**src/rtl/pw_pkg.sv**
```systemverilog
package pw_pkg;
  localparam int XLEN      = 64;
  localparam int PA_W      = 56;
  localparam int VA_W      = 39;
  localparam int PG_OFF    = 12;
  localparam int IDX_W     = 9;
  localparam int LEVELS    = 3;
  localparam int PTE_LG    = 3;
  localparam int PPN_LSB   = 10;
  localparam int PPN_W     = PA_W - PG_OFF;
  localparam int LVL_W     = $clog2(LEVELS);
  localparam int SATP_MODE = 63;
  localparam int BIT_V     = 0;
  localparam int BIT_R     = 1;
  localparam int BIT_X     = 3;
  localparam logic [1:0] PRIV_MACH = 2'b11;

  typedef enum logic [1:0] {
    PW_IDLE = 2'd0,
    PW_REQ  = 2'd1,
    PW_WAIT = 2'd2,
    PW_DONE = 2'd3
  } pw_state_e;
endpackage

```
**src/rtl/pw_index_sel.sv**
```systemverilog
module pw_index_sel #(
  parameter int VA_W   = pw_pkg::VA_W,
  parameter int PG_OFF = pw_pkg::PG_OFF,
  parameter int IDX_W  = pw_pkg::IDX_W,
  parameter int LEVELS = pw_pkg::LEVELS,
  localparam int LVL_W = $clog2(LEVELS)
) (
  input  logic [VA_W-1:0]  va,
  input  logic [LVL_W-1:0] level,
  output logic [IDX_W-1:0] idx
);
  logic [IDX_W-1:0] fld [LEVELS];
  logic             unused_off;

  for (genvar g = 0; g < LEVELS; g++) begin : g_fld
    assign fld[g] = va[PG_OFF + IDX_W*g +: IDX_W];
  end

  assign unused_off = ^va[PG_OFF-1:0];

  always_comb begin
    idx = '0;
    for (int i = 0; i < LEVELS; i++) begin
      if (level == LVL_W'(i)) idx = fld[i];
    end
  end
endmodule

```
**src/rtl/pw_pte_dec.sv**
```systemverilog
module pw_pte_dec #(
  parameter int XLEN    = pw_pkg::XLEN,
  parameter int PA_W    = pw_pkg::PA_W,
  parameter int PG_OFF  = pw_pkg::PG_OFF,
  parameter int PPN_LSB = pw_pkg::PPN_LSB,
  localparam int PPN_W  = PA_W - PG_OFF
) (
  input  logic [XLEN-1:0]  pte,
  output logic             valid,
  output logic             leaf,
  output logic [PPN_W-1:0] ppn,
  output logic [PA_W-1:0]  next_base
);
  logic unused_bits;

  assign valid     = pte[pw_pkg::BIT_V];
  assign leaf      = pte[pw_pkg::BIT_R] | pte[pw_pkg::BIT_X];
  assign ppn       = pte[PPN_LSB +: PPN_W];
  assign next_base = {ppn, {PG_OFF{1'b0}}};

  assign unused_bits = ^{pte[XLEN-1:PPN_LSB+PPN_W], pte[PPN_LSB-1:pw_pkg::BIT_X+1], pte[2]};
endmodule

```
**src/rtl/pw_pa_form.sv**
```systemverilog
module pw_pa_form #(
  parameter int VA_W   = pw_pkg::VA_W,
  parameter int PA_W   = pw_pkg::PA_W,
  parameter int PG_OFF = pw_pkg::PG_OFF,
  parameter int IDX_W  = pw_pkg::IDX_W,
  parameter int LEVELS = pw_pkg::LEVELS,
  localparam int PPN_W = PA_W - PG_OFF,
  localparam int LVL_W = $clog2(LEVELS)
) (
  input  logic [PPN_W-1:0] ppn,
  input  logic [VA_W-1:0]  va,
  input  logic [LVL_W-1:0] level,
  output logic [PA_W-1:0]  pa
);
  localparam int TOP_KEEP = PG_OFF + IDX_W*(LEVELS-1);

  logic [PA_W-1:0] cand [LEVELS];
  logic            unused_hi;

  // A leaf at level g keeps the lowest PG_OFF + g*IDX_W address bits from the
  // virtual address; the page number supplies only the bits above them.
  for (genvar g = 0; g < LEVELS; g++) begin : g_cand
    localparam int KEEP = PG_OFF + IDX_W*g;
    assign cand[g] = {ppn[PPN_W-1:KEEP-PG_OFF], va[KEEP-1:0]};
  end

  assign unused_hi = ^va[VA_W-1:TOP_KEEP];

  always_comb begin
    pa = '0;
    for (int i = 0; i < LEVELS; i++) begin
      if (level == LVL_W'(i)) pa = cand[i];
    end
  end
endmodule

```
**src/rtl/page_walker.sv**
```systemverilog
module page_walker
  import pw_pkg::*;
#(
  parameter int XLEN_P   = XLEN,
  parameter int PA_W_P   = PA_W,
  parameter int VA_W_P   = VA_W,
  parameter int LEVELS_P = LEVELS,
  localparam int PPN_W_P = PA_W_P - PG_OFF,
  localparam int LVL_W_P = $clog2(LEVELS_P)
) (
  input  logic              clk,
  input  logic              rst_n,
  input  logic              req_valid,
  input  logic [XLEN_P-1:0] req_vaddr,
  input  logic [XLEN_P-1:0] satp,
  input  logic [1:0]        priv_mode,
  output logic              mem_req,
  output logic [PA_W_P-1:0] mem_addr,
  input  logic              mem_rvalid,
  input  logic [XLEN_P-1:0] mem_rdata,
  output logic              done,
  output logic              fault,
  output logic [XLEN_P-1:0] paddr
);
  pw_state_e            state_q, state_d;
  logic [LVL_W_P-1:0]   level_q, level_d;
  logic [PA_W_P-1:0]    base_q, base_d;
  logic [VA_W_P-1:0]    va_q;
  logic [PA_W_P-1:0]    pa_q, pa_d;
  logic                 fault_q, fault_d;
  logic                 accept, step, res_en;
  logic                 xlate_on;
  logic [IDX_W-1:0]     idx;
  logic                 pte_v, pte_leaf;
  logic [PPN_W_P-1:0]   pte_ppn;
  logic [PA_W_P-1:0]    pte_next;
  logic [PA_W_P-1:0]    leaf_pa;
  logic                 unused_in;

  assign unused_in = ^{req_vaddr[XLEN_P-1:PA_W_P], satp[SATP_MODE-1:PPN_W_P]};

  pw_index_sel #(.VA_W(VA_W_P), .PG_OFF(PG_OFF), .IDX_W(IDX_W), .LEVELS(LEVELS_P)) u_idx (
    .va(va_q), .level(level_q), .idx(idx)
  );

  pw_pte_dec #(.XLEN(XLEN_P), .PA_W(PA_W_P), .PG_OFF(PG_OFF), .PPN_LSB(PPN_LSB)) u_dec (
    .pte(mem_rdata), .valid(pte_v), .leaf(pte_leaf), .ppn(pte_ppn), .next_base(pte_next)
  );

  pw_pa_form #(.VA_W(VA_W_P), .PA_W(PA_W_P), .PG_OFF(PG_OFF), .IDX_W(IDX_W),
               .LEVELS(LEVELS_P)) u_pa (
    .ppn(pte_ppn), .va(va_q), .level(level_q), .pa(leaf_pa)
  );

  assign xlate_on = satp[SATP_MODE] & (priv_mode != PRIV_MACH);
  assign accept   = (state_q == PW_IDLE) & req_valid;
  assign step     = (state_q == PW_WAIT) & mem_rvalid;

  always_comb begin
    state_d = state_q;
    level_d = level_q;
    base_d  = base_q;
    pa_d    = pa_q;
    fault_d = fault_q;
    res_en  = 1'b0;
    unique case (state_q)
      PW_IDLE: begin
        if (req_valid) begin
          if (xlate_on) begin
            base_d  = {satp[PPN_W_P-1:0], {PG_OFF{1'b0}}};
            level_d = LVL_W_P'(LEVELS_P-1);
            state_d = PW_REQ;
          end else begin
            pa_d    = req_vaddr[PA_W_P-1:0];
            fault_d = 1'b0;
            res_en  = 1'b1;
            state_d = PW_DONE;
          end
        end
      end
      PW_REQ: state_d = PW_WAIT;
      PW_WAIT: begin
        if (mem_rvalid) begin
          if (!pte_v || (!pte_leaf && level_q == '0)) begin
            pa_d    = '0;
            fault_d = 1'b1;
            res_en  = 1'b1;
            state_d = PW_DONE;
          end else if (pte_leaf) begin
            pa_d    = leaf_pa;
            fault_d = 1'b0;
            res_en  = 1'b1;
            state_d = PW_DONE;
          end else begin
            base_d  = pte_next;
            level_d = level_q - 1'b1;
            state_d = PW_REQ;
          end
        end
      end
      PW_DONE: state_d = PW_IDLE;
      default: state_d = PW_IDLE;
    endcase
  end

  always_ff @(posedge clk or negedge rst_n) begin
    if (!rst_n) begin
      state_q <= PW_IDLE;
      level_q <= '0;
      base_q  <= '0;
      va_q    <= '0;
      pa_q    <= '0;
      fault_q <= 1'b0;
    end else begin
      state_q <= state_d;
      if (accept) va_q <= req_vaddr[VA_W_P-1:0];
      if (accept || step) begin
        level_q <= level_d;
        base_q  <= base_d;
      end
      if (res_en) begin
        pa_q    <= pa_d;
        fault_q <= fault_d;
      end
    end
  end

  assign mem_req  = (state_q == PW_REQ);
  assign mem_addr = base_q + {{(PA_W_P-IDX_W-PTE_LG){1'b0}}, idx, {PTE_LG{1'b0}}};
  assign done     = (state_q == PW_DONE);
  assign fault    = fault_q;
  assign paddr    = {{(XLEN_P-PA_W_P){1'b0}}, pa_q};

  AST_REQ_PULSE: assert property (@(posedge clk) disable iff (!rst_n)
    mem_req |=> !mem_req);
  AST_DONE_PULSE: assert property (@(posedge clk) disable iff (!rst_n)
    done |=> !done);
  AST_FAULT_NO_ADDR: assert property (@(posedge clk) disable iff (!rst_n)
    fault |-> (paddr == '0));
  AST_RESULT_HOLD: assert property (@(posedge clk) disable iff (!rst_n)
    (!$stable(paddr) || !$stable(fault)) |-> done);
  AST_ADDR_ALIGN: assert property (@(posedge clk) disable iff (!rst_n)
    mem_req |-> (mem_addr[PTE_LG-1:0] == '0));
  AST_LEVEL_RANGE: assert property (@(posedge clk) disable iff (!rst_n)
    level_q <= LVL_W_P'(LEVELS_P-1));
  AST_NO_REQ_WHEN_DONE: assert property (@(posedge clk) disable iff (!rst_n)
    done |-> !mem_req);
endmodule

```
**config.mk**
```make
export PLATFORM = sky130hd
export DESIGN_NAME = page_walker
export DESIGN_NICKNAME = d
export VERILOG_FILES = /design/src/rtl/pw_pkg.sv /design/src/rtl/pw_index_sel.sv /design/src/rtl/pw_pte_dec.sv /design/src/rtl/pw_pa_form.sv /design/src/rtl/page_walker.sv
export SDC_FILE = /design/constraint.sdc
export NUM_CORES = 1
export LEC_CHECK = 0
export ABC_CLOCK_PERIOD_IN_PS = 4860
export CAP_MARGIN = 20
export CELL_PAD_IN_SITES_DETAIL_PLACEMENT = 0
export CELL_PAD_IN_SITES_GLOBAL_PLACEMENT = 2
export CORE_MARGIN = 3
export CORE_UTILIZATION = 25
export DETAILED_ROUTE_END_ITERATION = 8
export PLACE_DENSITY_LB_ADDON = 0.1
export REMOVE_ABC_BUFFERS = 1
export SLEW_MARGIN = 0
export SYNTH_ARGS = -nofsm -noshare
export SYNTH_HDL_FRONTEND = slang
export SYNTH_SLANG_ARGS = --single-unit
```
**constraint.sdc**
```tcl
create_clock -name clk -period 4.86 [get_ports clk]
set_input_delay 1.215 -clock clk [delete_from_list [all_inputs] [get_ports clk]]
set_output_delay 1.215 -clock clk [all_outputs]
set_load 0.1 [all_outputs]
```
==> out/results.ini <==
[status]
status=finished, final reports clean

[cts]
htreeDepth=4
cts_setup_buffers=0
numCtsBuffers=17
cts_resized=0
worstSkewPairLatency_ns=0.43
clock-sinks=144
root_buffer=clkbuf_16
hold_buffers=0
clk_pin_slew_ns=0.06
cts_tree=yes
cts_buffer_depth=2

[job]
drv_cap=0

[synthesis]
synth.distinct_cells=34
synth_top_family_by_area=compound AO/OA/AOI/OAI gates
syn_inst=722
seq_area_frac_synth_pct=53.0
synth_edf_count=0
synth-simple-area-share_pct=16.0
synthAdderAreaFrac_pct=0.552
synth_most_common_cell=dfrtp_1
yosys-top-cells-count=dfrtp_1 (144), nand2_1 (136), nor2_1 (112)
synth-compound-area-share_pct=18.4
yosys.area.top_type=dfrtp_1
synth_xor_area_share_pct=0
syn_area_per_cell_um2=9.42
synth_top_area_share_pct=53.0
synth_area_leaders=dfrtp_1 (53%), nand2_1 (7.5%), mux2_2 (6.6%)
synthesis.area_um2=6800
yosysWarnings=0
synth_ff_type=dfrtp_1
ys_ff_latch=144
async_flop_share_pct=100
synth_mux_area_share_pct=6.62

[critical_path]
crit-reg2reg-launch=level_q[0]
crit_arrival_ns=2.60
r2r_end=pa_q[32]
reg2reg_depth=7
required_ns=3.64
critPathCapture=mem_addr[10]
critPathMaxFanout=22
r2r_slack_ns=1.61
startpoint=level_q[0]
worst-setup-path-type=register to output port
cp-start-kind=register
critPathCaptureType=output port

[hold_path]
hp-class=register to register
whs_path_depth=1

[floorplanning]
die_area_um2=29200
die_y_um=171
row_count=59
start_util_pct=25.7
core_area_um2=26400
boundaryPins=321
die_x_um=171

[sta]
rsz0062_at_grt=no
finalCritPeriodShare_pct=78.5
drv_slew=0
finalClockSkew_ns=0.0133
tightest_slew_ns=1.03
fmax_mhz=262
period_minus_slack_ns=3.82
setup_viol=0
relSlewSlack_pct=31.0
hold_viol=0

[global_route]
grt_pass1_vias=6313
grt_overflow=0
antenna_found_initial=0
grtUsageTotal_pct=16.5
grt_pass1_wl_um=37100
grt_max_degree=89

[detailed_routing]
avgViaCountPerCell=4.69
drc=0
drt_iter0_drc=217
drtPass1Iterations=7
finalWirelength_um=24300
detail_route.wl_per_cell_um=18.6
drtAntennaViolNets=0
via_count=6134

[placement]
port_buffers=265
place_congestion=0.694
hpwl_um=16300

[final_layout]
post-route-util_pct=38.9
drive_gt1_share_pct=10.6
nFillCells=2684
synthToLayoutAreaGrowth_pct=51.0
diodes=0
fin_nets=1161

[layout by cell type, fill, tap and decap left out, drive strengths merged, types with 20 or more instances in the layout]
| master | Yosys | layout |
|---|---|---|
| clkdlybuf4s50 | 0 | 255 |
| dfrtp | 144 | 144 |
| nand2 | 136 | 136 |
| nor2 | 112 | 112 |
| a31oi | 63 | 63 |
| a21oi | 48 | 48 |
| mux2 | 40 | 40 |
| a2bb2oi | 26 | 26 |
| buf | 45 | 23 |
| o21ai | 20 | 20 |
| clkbuf | 24 | 20 |
[sequential cells by signal, summed over array words and instances, names as in the netlist]
register and flops:
state_q 2, level_q 2, va_q 39, base_q 44
fault 1, pa_q 56
[metal layers]
metal | GRT usage, % | share of wire (%) | up-vias
li1 | - | - | 2984
met4 | 4.09 | 0.93 | 0
met1 | 21.0 | 44 | 2934
met3 | 6.33 | 8.8 | 17
met5 | 0 | 0 | -
met2 | 26.5 | 46 | 199
[worst min-delay path by stage]
stage	from	to	slack, ns
after detailed placement	va_q[2]	va_q[2]	0.50
final	va_q[36]	va_q[36]	0.51
after floorplan	va_q[38]	va_q[38]	0.48
after global routing	va_q[37]	va_q[37]	0.52
after global placement	va_q[7]	va_q[7]	0.49
after CTS	va_q[2]	va_q[2]	0.51
[through the flow]
| step | setup slack, ns | cell area [um2] | setup TNS [ns] | cells | hold WS, ns |
|---|---|---|---|---|---|
| finish | 1.04 | 10300 | 0 | 1308 | 0.507 |
| floorplan | -1.47 | 6480 | -66.42 | 663 | 0.480 |
| CTS | 0.930 | 10300 | 0 | 1308 | 0.510 |
| global placement | 1.19 | 9670 | 0 | 1276 | 0.489 |
| global route | 0.747 | 10300 | 0 | 1308 | 0.525 |
| detailed placement | 1.12 | 9670 | 0 | 1276 | 0.496 |
[worst max-delay path, stage by stage (launching register included)]
cell and delay (ns):
dfrtp_1 0.38, inv_1 0.12, ha_1 0.75, nand2_1 0.20, nor2_1 0.13, a21oi_1 0.06
o21ai_0 0.20, buf_4 0.34
[layout make-up]
cell class | instances | area [um2] | area share [%]
repair buffers | 278 | 2730 | 26.6
flip-flops and latches | 144 | 3600 | 35.1
clock inverters | 12 | 149 | 1.45
multi-input cells | 517 | 2910 | 28.3
clock buffers | 20 | 457 | 4.45
well taps | 335 | 419 | 4.08
inverters | 2 | 7.51 | 0.0731
[cells by family (layout without fill, tap and decap cells)]
| group | after synthesis | count (layout) |
|---|---|---|
| mux | 40 | 40 |
| simple gates | 272 | 272 |
| buf+inv | 71 | 312 |
| compound gates | 191 | 191 |
| other cells | 1 | 11 |
| fa+ha+maj | 3 | 3 |
| flops | 144 | 144 |
Power is left out: the tool's default activity adds up to more than one toggle a clock period on the data nets, which glitch-free logic cannot reach.
